`src/rtl/bndw_pkg.sv`:
```
package bndw_pkg;

  typedef enum logic [1:0] {
    ST_IDLE = 2'd0,
    ST_DIR  = 2'd1,
    ST_TBL  = 2'd2,
    ST_DONE = 2'd3
  } walkState_t;

  typedef struct packed {
    logic       capReq;   // latch request fields, clear captured words
    logic       capDir;   // latch table base from directory word
    logic       capWord;  // latch a record word (load)
    logic       selTbl;   // address the table instead of the directory
    logic [1:0] beat;     // record word index
    logic       loadOk;   // load finished without fault
  } ctlStrobes_t;

endpackage

```
`src/rtl/bndw_ctrl.sv`:
```
module bndw_ctrl
  import bndw_pkg::*;
#(
  parameter int REC_WORDS = 3
) (
  input  logic        clk,
  input  logic        rstN,
  input  logic        reqValid,
  input  logic        reqIsStore,
  output logic        reqReady,
  input  logic        memAck,
  input  logic        dirValid,
  output logic        memReq,
  output logic        memWe,
  output logic        doneValid,
  output logic        doneFault,
  output ctlStrobes_t strobes
);

  localparam logic [1:0] LAST_BEAT = 2'(REC_WORDS - 1);

  walkState_t state;
  logic [1:0] beat;
  logic       isStore;
  logic       faultR;

  always_ff @(posedge clk) begin
    if (!rstN) begin
      state   <= ST_IDLE;
      beat    <= '0;
      isStore <= 1'b0;
      faultR  <= 1'b0;
    end else begin
      unique case (state)
        ST_IDLE: if (reqValid) begin
          state   <= ST_DIR;
          isStore <= reqIsStore;
          faultR  <= 1'b0;
          beat    <= '0;
        end
        ST_DIR: if (memAck) begin
          if (dirValid) state <= ST_TBL;
          else begin
            faultR <= 1'b1;
            state  <= ST_DONE;
          end
        end
        ST_TBL: if (memAck) begin
          if (beat == LAST_BEAT) state <= ST_DONE;
          else beat <= beat + 2'd1;
        end
        ST_DONE: state <= ST_IDLE;
        default: state <= ST_IDLE;
      endcase
    end
  end

  always_comb begin
    reqReady  = (state == ST_IDLE);
    memReq    = (state == ST_DIR) || (state == ST_TBL);
    memWe     = (state == ST_TBL) && isStore;
    doneValid = (state == ST_DONE);
    doneFault = (state == ST_DONE) && faultR;
    strobes.capReq  = (state == ST_IDLE) && reqValid;
    strobes.capDir  = (state == ST_DIR) && memAck && dirValid;
    strobes.capWord = (state == ST_TBL) && memAck && !isStore;
    strobes.selTbl  = (state == ST_TBL);
    strobes.beat    = beat;
    strobes.loadOk  = !isStore && !faultR;
  end

  // no memory traffic and no completion while accepting
  p_ready_idle_r1: assert property (@(posedge clk) disable iff (!rstN)
    reqReady |-> (!memReq && !doneValid));

  // the directory access is always a read
  p_dir_read_r2: assert property (@(posedge clk) disable iff (!rstN)
    (state == ST_DIR) |-> (memReq && !memWe));

  // a faulted walk ends straight after the directory access
  p_fault_stop_r3: assert property (@(posedge clk) disable iff (!rstN)
    doneFault |-> ($past(state) == ST_DIR));

  // writes happen only for stores
  p_we_store_r7: assert property (@(posedge clk) disable iff (!rstN)
    memWe |-> (isStore && strobes.selTbl));

  // single-cycle completion, then idle
  p_done_pulse_r9: assert property (@(posedge clk) disable iff (!rstN)
    doneValid |=> (!doneValid && reqReady));

endmodule

```
`src/rtl/bndw_dpath.sv`:
```
module bndw_dpath
  import bndw_pkg::*;
#(
  parameter int ADDR_W  = 64,
  parameter int DATA_W  = 64,
  parameter int DIR_HI  = 47,
  parameter int DIR_LO  = 20,
  parameter int TBL_LO  = 3,
  parameter int DENT_SH = 3,
  parameter int TREC_SH = 5,
  parameter int WORD_SH = 3
) (
  input  logic              clk,
  input  logic              rstN,
  input  ctlStrobes_t       strobes,
  input  logic [ADDR_W-1:0] dirBase,
  input  logic [ADDR_W-1:0] slotAddr,
  input  logic [DATA_W-1:0] reqPtr,
  input  logic [DATA_W-1:0] reqLower,
  input  logic [DATA_W-1:0] reqUpper,
  input  logic [DATA_W-1:0] memRdata,
  output logic [ADDR_W-1:0] memAddr,
  output logic [DATA_W-1:0] memWdata,
  output logic [DATA_W-1:0] rspLower,
  output logic [DATA_W-1:0] rspUpper,
  output logic [DATA_W-1:0] rspPtr
);

  localparam int DIR_W = DIR_HI - DIR_LO + 1;
  localparam int TBL_W = DIR_LO - TBL_LO;
  localparam logic [ADDR_W-1:0] BASE_MASK = ~((ADDR_W'(1) << DENT_SH) - ADDR_W'(1));

  logic [ADDR_W-1:0] slotR, tblBase;
  logic [DATA_W-1:0] ptrR, lowInR, upInR;
  logic [DATA_W-1:0] recWord [3];

  always_ff @(posedge clk) begin
    if (!rstN) begin
      slotR   <= '0;
      ptrR    <= '0;
      lowInR  <= '0;
      upInR   <= '0;
      tblBase <= '0;
      for (int i = 0; i < 3; i++) recWord[i] <= '0;
    end else begin
      if (strobes.capReq) begin
        slotR  <= slotAddr;
        ptrR   <= reqPtr;
        lowInR <= reqLower;
        upInR  <= reqUpper;
        for (int i = 0; i < 3; i++) recWord[i] <= '0;
      end
      if (strobes.capDir) tblBase <= memRdata[ADDR_W-1:0] & BASE_MASK;
      if (strobes.capWord && strobes.beat < 2'd3) recWord[strobes.beat] <= memRdata;
    end
  end

  logic [DIR_W-1:0]  dirIdx;
  logic [TBL_W-1:0]  tblIdx;
  logic [ADDR_W-1:0] dirOff, recOff, wordOff;

  always_comb begin
    dirIdx  = slotR[DIR_HI:DIR_LO];
    tblIdx  = slotR[DIR_LO-1:TBL_LO];
    dirOff  = ADDR_W'(dirIdx) << DENT_SH;
    recOff  = ADDR_W'(tblIdx) << TREC_SH;
    wordOff = ADDR_W'(strobes.beat) << WORD_SH;
    memAddr = strobes.selTbl ? (tblBase + recOff + wordOff) : (dirBase + dirOff);
    unique case (strobes.beat)
      2'd0:    memWdata = lowInR;
      2'd1:    memWdata = upInR;
      default: memWdata = ptrR;
    endcase
  end

  logic ptrMatch;
  always_comb begin
    ptrMatch = (recWord[2] == ptrR);
    if (!strobes.loadOk) begin
      rspLower = '0;
      rspUpper = '0;
      rspPtr   = '0;
    end else if (ptrMatch) begin
      rspLower = recWord[0];
      rspUpper = recWord[1];
      rspPtr   = recWord[2];
    end else begin
      rspLower = '0;
      rspUpper = '1;
      rspPtr   = recWord[2];
    end
  end

  // table accesses stay word-aligned inside the selected record
  p_tbl_align_r4: assert property (@(posedge clk) disable iff (!rstN)
    strobes.selTbl |-> (memAddr[WORD_SH-1:0] == '0));

endmodule

```
`src/rtl/bnd_walker.sv`:
```
module bnd_walker
  import bndw_pkg::*;
#(
  parameter int ADDR_W = 64,
  parameter int DATA_W = 64,
  parameter int DIR_HI = 47,
  parameter int DIR_LO = 20,
  parameter int TBL_LO = 3
) (
  input  logic              clk,
  input  logic              rstN,
  input  logic [ADDR_W-1:0] dirBase,
  input  logic              reqValid,
  output logic              reqReady,
  input  logic              reqIsStore,
  input  logic [ADDR_W-1:0] slotAddr,
  input  logic [DATA_W-1:0] reqPtr,
  input  logic [DATA_W-1:0] reqLower,
  input  logic [DATA_W-1:0] reqUpper,
  output logic              memReq,
  output logic              memWe,
  output logic [ADDR_W-1:0] memAddr,
  output logic [DATA_W-1:0] memWdata,
  input  logic              memAck,
  input  logic [DATA_W-1:0] memRdata,
  output logic              doneValid,
  output logic              doneFault,
  output logic [DATA_W-1:0] rspLower,
  output logic [DATA_W-1:0] rspUpper,
  output logic [DATA_W-1:0] rspPtr
);

  ctlStrobes_t strobes;

  bndw_ctrl #(.REC_WORDS(3)) ctrl_i (
    .clk(clk), .rstN(rstN),
    .reqValid(reqValid), .reqIsStore(reqIsStore), .reqReady(reqReady),
    .memAck(memAck), .dirValid(memRdata[0]),
    .memReq(memReq), .memWe(memWe),
    .doneValid(doneValid), .doneFault(doneFault),
    .strobes(strobes)
  );

  bndw_dpath #(
    .ADDR_W(ADDR_W), .DATA_W(DATA_W),
    .DIR_HI(DIR_HI), .DIR_LO(DIR_LO), .TBL_LO(TBL_LO)
  ) dpath_i (
    .clk(clk), .rstN(rstN), .strobes(strobes),
    .dirBase(dirBase), .slotAddr(slotAddr),
    .reqPtr(reqPtr), .reqLower(reqLower), .reqUpper(reqUpper),
    .memRdata(memRdata),
    .memAddr(memAddr), .memWdata(memWdata),
    .rspLower(rspLower), .rspUpper(rspUpper), .rspPtr(rspPtr)
  );

  // a pending access keeps its command stable until acknowledged
  p_hold_r8: assert property (@(posedge clk) disable iff (!rstN)
    (memReq && !memAck) |=> (memReq && $stable(memAddr) && $stable(memWe)
                             && $stable(memWdata)));

endmodule

```
`config.mk`:
```
export PLATFORM = sky130hd
export DESIGN_NAME = bnd_walker
export DESIGN_NICKNAME = d
export VERILOG_FILES = /design/src/rtl/bndw_pkg.sv /design/src/rtl/bndw_ctrl.sv /design/src/rtl/bndw_dpath.sv /design/src/rtl/bnd_walker.sv
export SDC_FILE = /design/constraint.sdc
export NUM_CORES = 1
export LEC_CHECK = 0
export BUFFER_PORTS_ARGS = -buffer_cell sky130_fd_sc_hd__buf_2
export CAP_MARGIN = 40
export CORE_MARGIN = 2
export CORE_UTILIZATION = 25
export CTS_CLUSTER_DIAMETER = 120
export CTS_CLUSTER_SIZE = 24
export DETAILED_ROUTE_END_ITERATION = 8
export GPL_TIMING_DRIVEN = 0
export MAX_ROUTING_LAYER = met4
export PLACE_DENSITY = 0.46
export REMOVE_ABC_BUFFERS = 1
export SYNTH_ARGS = -nofsm -noshare
export SYNTH_HDL_FRONTEND = slang
export SYNTH_SLANG_ARGS = --single-unit
```
`constraint.sdc`:
```
create_clock -name clk -period 13.4 [get_ports clk]
set_input_delay 3.35 -clock clk [delete_from_list [all_inputs] [get_ports clk]]
set_output_delay 3.35 -clock clk [all_outputs]
set_load 0.03 [all_outputs]
```
==> results of run 1 <==
==> critical path, delay by kind of cell <==
kind                       cells  cell delay, ns
adders and majority gates      2            0.67
AOI/OAI and AO/OA              7            2.25
buffers and inverters          2            0.41
==> per-layer routing <==
metal	GRT usage [%]	wire length (um)
met1	26.0	48900
met2	34.5	55300
met3	2.64	4950
met4	7.58	4370
met5	-	0
==> how the worst min path moves through the flow <==
stage	start	end	slack [ns]
after global routing	dpath_i.lowInR[22]	dpath_i.lowInR[22]	0.48
after global placement	dpath_i.lowInR[49]	dpath_i.lowInR[49]	0.44
after floorplan	dpath_i.lowInR[0]	dpath_i.lowInR[0]	0.44
final	dpath_i.lowInR[45]	dpath_i.lowInR[45]	0.46
after CTS	dpath_i.lowInR[60]	dpath_i.lowInR[60]	0.46
after detailed placement	dpath_i.lowInR[16]	dpath_i.lowInR[16]	0.45
==> metrics by stage <==
stage | area, um2 | hold slack (ns)
2_1_floorplan | 25300 | 0.436
3_3_place_gp | 30500 | 0.442
3_5_place_dp | 31600 | 0.446
4_1_cts | 32600 | 0.461
5_1_grt | 32600 | 0.475
6_report | 32600 | 0.459
==> where the power goes <==
group / total (uW) / internal [uW] / switching (uW)
sequential: 2040 / 1870 / 161
combinational: 2430 / 737 / 1700
clock: 1050 / 444 / 601
total: 5520 / 3060 / 2460
==> layout make-up <==
cell class / instances / area, um2 / share of cell area, %
tap: 1380 / 1730 / 5.29
sequential: 496 / 11900 / 36.3
antenna: 15 / 37.5 / 0.115
clock inverter: 9 / 176 / 0.541
timing repair buffer: 758 / 4470 / 13.7
clock buffer: 43 / 777 / 2.38
inverter: 20 / 80.1 / 0.246
multi-input combinational: 2346 / 13500 / 41.4
==> sequential cells by signal (all words and copies together) (netlist names) <==
| name | count |
|---|---|
| dpath_i.tblBase | 61 |
| dpath_i.lowInR | 64 |
| dpath_i.recWord | 192 |
| dpath_i.ptrR | 64 |
| ctrl_i.state | 2 |
| dpath_i.slotR | 45 |
| ctrl_i.beat | 2 |
| dpath_i.upInR | 64 |
| ctrl_i.faultR | 1 |
| ctrl_i.isStore | 1 |
==> cell usage after synthesis (14+ instances only) <==
cell type  number  area share [%]
o21a_1         68             2.0
ha_1           55             2.6
inv_1          17            0.24
nor4_1         14            0.33
and2_1        141             3.4
xnor2_1       101             3.4
a21o_1         19            0.55
xor2_1         31             1.0
nand2b_1       14            0.33
mux2i_1        15            0.57
nand4_1        43             1.0
nor3_1         18            0.34
a22oi_1        64             1.8
dfxtp_1       304              23
nand2_1       811              12
nor2b_1        16            0.38
and3_1        214             5.1
nor2_1         64            0.92
edfxtp_1      192              22
nand3_1        43            0.82
a211oi_1       19            0.55
a21oi_1       358             6.8
clkbuf_1      200             2.9
o211ai_1       22            0.63
o21ai_0        49            0.94
==> cell families after synthesis <==
logic type	Yosys count	synth area share, %
adder cells (fa/ha/maj)	57	2.78
flip-flops	496	45.3
XOR/XNOR	132	4.42
buffers and inverters	248	3.67
multiplexers	20	0.789
AND/OR/NAND/NOR	1426	25.8
AO/OA/AOI/OAI	711	17.2
==> layout by cell type, fill, tap and decap left out, drive strengths merged, types with 7 or more instances in the layout <==
cell type / netlist / final
xnor2: 101 / 101
xor2: 31 / 31
mux2i: 15 / 15
buf: 27 / 758
nand2: 812 / 812
nor3: 20 / 20
and3: 214 / 214
o311ai: 12 / 12
inv: 19 / 23
a21oi: 360 / 360
a31oi: 7 / 7
nand4: 44 / 44
nor2b: 16 / 16
or3: 9 / 9
o21ai: 54 / 54
dfxtp: 304 / 304
and2: 142 / 142
o21a: 68 / 68
a211oi: 23 / 23
a22oi: 64 / 64
nor4: 16 / 16
edfxtp: 192 / 192
clkbuf: 201 / 43
nand2b: 14 / 14
o2111ai: 9 / 9
ha: 55 / 55
nor2: 64 / 64
diode: 0 / 15
and4: 9 / 9
nand3: 43 / 43
a21o: 19 / 19
o211ai: 22 / 22
==> flow_summary.json, run 1 <==
{
  "grt-ovfl-total": 0,
  "drive_gt1_share_pct": 23.2,
  "nFillCells": 11300,
  "worst_path_max_delay_cell": "o21ai_2",
  "cp.required_ns": 10.05,
  "clock-sinks": 496,
  "portBuffers": 694,
  "grtUsageTotal_pct": 20.8,
  "cp_common_cell": "buf_2",
  "die_w_um": 327,
  "grt_pass1_vias": 23700,
  "reg2reg_depth": 20,
  "die_area_um2": 107000,
  "yosysWarnings": 0,
  "synthToLayoutAreaGrowth_pct": 24.7,
  "async_reset_ff_share_pct": 0,
  "reg2reg_to": "dpath_i.recWord[2][33]",
  "maxCapViolCount": 0,
  "max_freq_mhz": 99.7,
  "grt_pass1_wl_mm": 163,
  "setup_violations": 0,
  "die_y_um": 327,
  "ant_nets": 0,
  "fin_total_pwr_uw": 5520,
  "pre_cts_ws_ns": 3.39,
  "holdBufCountCts": 0,
  "start_util_pct": 25.2,
  "tightestPinTransition_ns": 0.911,
  "powerDensity_nw_per_um2": 169,
  "reg2reg_from": "ctrl_i.state[0]",
  "synth_seq_area_share_pct": 45.3,
  "ys_types": 84,
  "clk-insertion-delay-late_ns": 0.66,
  "syn_inst": 3090,
  "fin_nets": 4096,
  "status": "complete, no violations",
  "ctsResizeCount": 0,
  "numCtsBuffers": 28,
  "instances_no_fill": 5067,
  "clockBufferDepth": 3,
  "arrival_ns": 6.68,
  "finalClockSkew_ns": 0.0329,
  "placed_cells_incl_taps": 5000,
  "fin_crit_ns": 10.03,
  "critPathCaptureType": "primary output",
  "p_leak_uw": 0.0140,
  "utilization_pct": 31.5,
  "place.gp.congestion": 0.838,
  "cp-startpoint": "dirBase[3]",
  "drt-total-wl_mm": 114,
  "ir_drop_v": 0.000133,
  "clockRootBuffer": "clkbuf_16",
  "fin_crit_sh_pct": 74.9,
  "grt_max_degree": 107,
  "coreArea_um2": 104000,
  "tns_ns": 0,
  "drv_slew": 0,
  "cts_max_level": 1,
  "rsz0062_at_grt": "false",
  "ys.flop_type": "dfxtp_1",
  "vias_per_cell": 4.86,
  "hp-class": "reg -> reg",
  "crit_path_start_kind": "input pin",
  "max_stage_delay_ns": 0.49,
  "reg2reg_setup_slack_ns": 8.04,
  "drc": 0,
  "io_pins": 714,
  "ys_ff_latch": 496,
  "crit_fanout": 14,
  "antenna_found_initial": 29,
  "hold_viol_final": 0,
  "num_vias": 24600,
  "crit_chain": "buf_2 -> ha_1 -> fa_1 -> a211oi_1 -> o31ai_4 -> o211a_1 -> o21ai_2 -> a21o_1 -> o21ai_0 -> a31oi_1 -> buf_2",
  "dp_hpwl_mm": 87.7,
  "synth-edff-count": 192,
  "drtIter0Drc": 1535,
  "cts_tree": "built",
  "avgSynthCellArea_um2": 8.47,
  "firstDrtPassIters": 5,
  "worst_slack_ns": 3.37,
  "cts_setup_buffers": 0,
  "hold_path_depth": 2,
  "clkSlewWorstSetupHoldPaths_ns": 0.10,
  "syn_area_um2": 26200,
  "max-slew-margin-rel_pct": 38.8,
  "wl_per_cell_um": 22.4,
  "rows": 118,
  "endpoint": "memAddr[49]",
  "crit_type": "in -> out"
}
No activity file was read; power rests on OpenSTA's default activity.
==> inputs of run 2 (changes only) <==
Settings changed: PLACE_DENSITY 0.46 to 0.48.
Clock period 13.4 ns to 8.95 ns, I/O delays scaled along.
==> run 2 against run 1 <==
Effect of this change:
- clock power grew 45%
- wire length grew 0.94%
- critical endpoint unchanged
- clock skew grew 0.00061 ns
- die area is the same
- non-clock buffer count shrank 1
- critical path type unchanged
- sequential cell count is the same
- utilization shrank 0.15 points
==> flow_summary.json, run 2 (same netlist as run 1, synthesis figures left out) <==
{
  "start_util_pct": 25.2,
  "critPathCaptureType": "primary output",
  "cts_tree": "built",
  "vias_per_cell": 4.91,
  "grt_max_degree": 104,
  "ant_nets": 0,
  "utilization_pct": 31.3,
  "arrival_ns": 5.56,
  "die_y_um": 327,
  "ir_drop_v": 0.000168,
  "portBuffers": 694,
  "crit_path_start_kind": "input pin",
  "clkSlewWorstSetupHoldPaths_ns": 0.11,
  "hp-class": "reg -> reg",
  "tightestPinTransition_ns": 0.886,
  "clk-insertion-delay-late_ns": 0.64,
  "clockRootBuffer": "clkbuf_16",
  "crit_chain": "buf_2 -> ha_1 -> fa_1 -> a211oi_1 -> o31ai_4 -> o211a_1 -> o21ai_2 -> a21o_1 -> o21ai_0 -> a31oi_1 -> buf_2",
  "cts_max_level": 1,
  "nFillCells": 11200,
  "grt_pass1_vias": 23200,
  "drt-total-wl_mm": 115,
  "hold_viol_final": 0,
  "finalClockSkew_ns": 0.0335,
  "fin_crit_ns": 7.80,
  "layout_commonest_cell": "nand2_1",
  "setup_violations": 0,
  "grt_pass1_wl_mm": 162,
  "p_leak_uw": 0.0139,
  "clockBufferDepth": 3,
  "final_cell_mix": "810 x nand2_1, 706 x buf_2, 357 x a21oi_1",
  "num_vias": 24900,
  "crit_fanout": 14,
  "drtIter0Drc": 1709,
  "rsz0062_at_grt": "false",
  "crit_type": "in -> out",
  "max_freq_mhz": 128,
  "worst_path_max_delay_cell": "a21o_1",
  "rows": 118,
  "holdBufCountCts": 0,
  "tns_ns": 0,
  "powerDensity_nw_per_um2": 253,
  "regMostFlops": "dpath_i.recWord",
  "place.gp.congestion": 0.864,
  "firstDrtPassIters": 5,
  "whs_ns": 0.460,
  "fin_crit_sh_pct": 87.1,
  "max_stage_delay_ns": 0.52,
  "grtUsageTotal_pct": 20.8,
  "status": "complete, no violations",
  "drive_gt1_share_pct": 23.1,
  "maxCapViolCount": 0,
  "clock-sinks": 496,
  "drv_slew": 0,
  "antenna_found_initial": 19,
  "dp_hpwl_mm": 87.9,
  "worst_slack_ns": 1.15,
  "path_buf_inv": 2,
  "largest_reg_flops": 192,
  "cts_setup_buffers": 0,
  "wl_per_cell_um": 22.6,
  "ctsResizeCount": 0,
  "synthToLayoutAreaGrowth_pct": 24.1,
  "die_area_um2": 107000,
  "io_pins": 714,
  "fin_nets": 4095,
  "max-slew-margin-rel_pct": 40.8,
  "cp_common_cell": "buf_2",
  "critical-path-top-delay-family": "compound AO/OA/AOI/OAI gates",
  "numCtsBuffers": 28,
  "cp.required_ns": 6.71,
  "die_w_um": 327,
  "pre_cts_ws_ns": 1.17,
  "drc": 0,
  "grt-ovfl-total": 0,
  "coreArea_um2": 104000
}
run 2: changes by cell type in the layout (fill, tap and decap cells not counted), moves of 2 or more:
cell       before  now
buf_2         701  706
buf_6           6    8
clkbuf_1       13   15
diode_2        15   12
buf_4          20   16
buf_16         19   17
buf_8           3    1
clkbuf_8        2    0
clkinv_16       2    0
inv_4           0    2
run 2: path summary, 6_finish.rpt:
path / startpoint / to / slack, ns / depth (start not counted)
hold reg to reg: dpath_i.lowInR[6] / dpath_i.lowInR[6] / 0.46 / 2
setup reg to reg: ctrl_i.state[0] / dpath_i.recWord[0][49] / 4.66 / 15
hold / removal: dpath_i.lowInR[6] / dpath_i.lowInR[6] / 0.46 / 2
setup / recovery: dirBase[3] / memAddr[49] / 1.15 / 11
run 2: stage by stage:
stage | cells | instance area (um2) | power, uW
floorplan | 2862 | 25300 | 5360
global placement | 4936 | 30500 | 6840
detailed placement | 4999 | 31500 | 6770
CTS | 5051 | 32400 | 8320
global route | 5061 | 32500 | 8650
finish | 5063 | 32500 | 8220
run 2: area by class of cell:
| class | instances | area (um2) | area share [%] |
|---|---|---|---|
| Clock inverter | 9 | 130 | 0.401 |
| Multi-Input combinational cell | 2346 | 13500 | 41.5 |
| Antenna cell | 12 | 30.0 | 0.0925 |
| Timing Repair Buffer | 757 | 4410 | 13.6 |
| Tap cell | 1380 | 1730 | 5.32 |
| Clock buffer | 43 | 757 | 2.33 |
| Inverter | 20 | 80.1 | 0.247 |
| Sequential cell | 496 | 11900 | 36.5 |
run 2: tightest hold or removal path, cell delays in order, from the launching register on:
cell,delay (ns)
dfxtp_1,0.32
nand2_1,0.05
a21oi_1,0.05
run 2: report_power, final:
part	internal (uW)	switching [uW]	total, uW
Combinational	1090	2540	3630
Clock	622	902	1520
Sequential	2810	254	3060
run 2: per-layer routing:
metal	global-route usage (%)	up-vias	part of all wire (%)	wire (um)
met1	26.3	12100	43	49700
met5	-	-	0	0
met4	5.47	0	2.5	2870
met2	34.9	680	50	56800
met3	2.51	102	4.6	5260
li1	-	11900	-	-
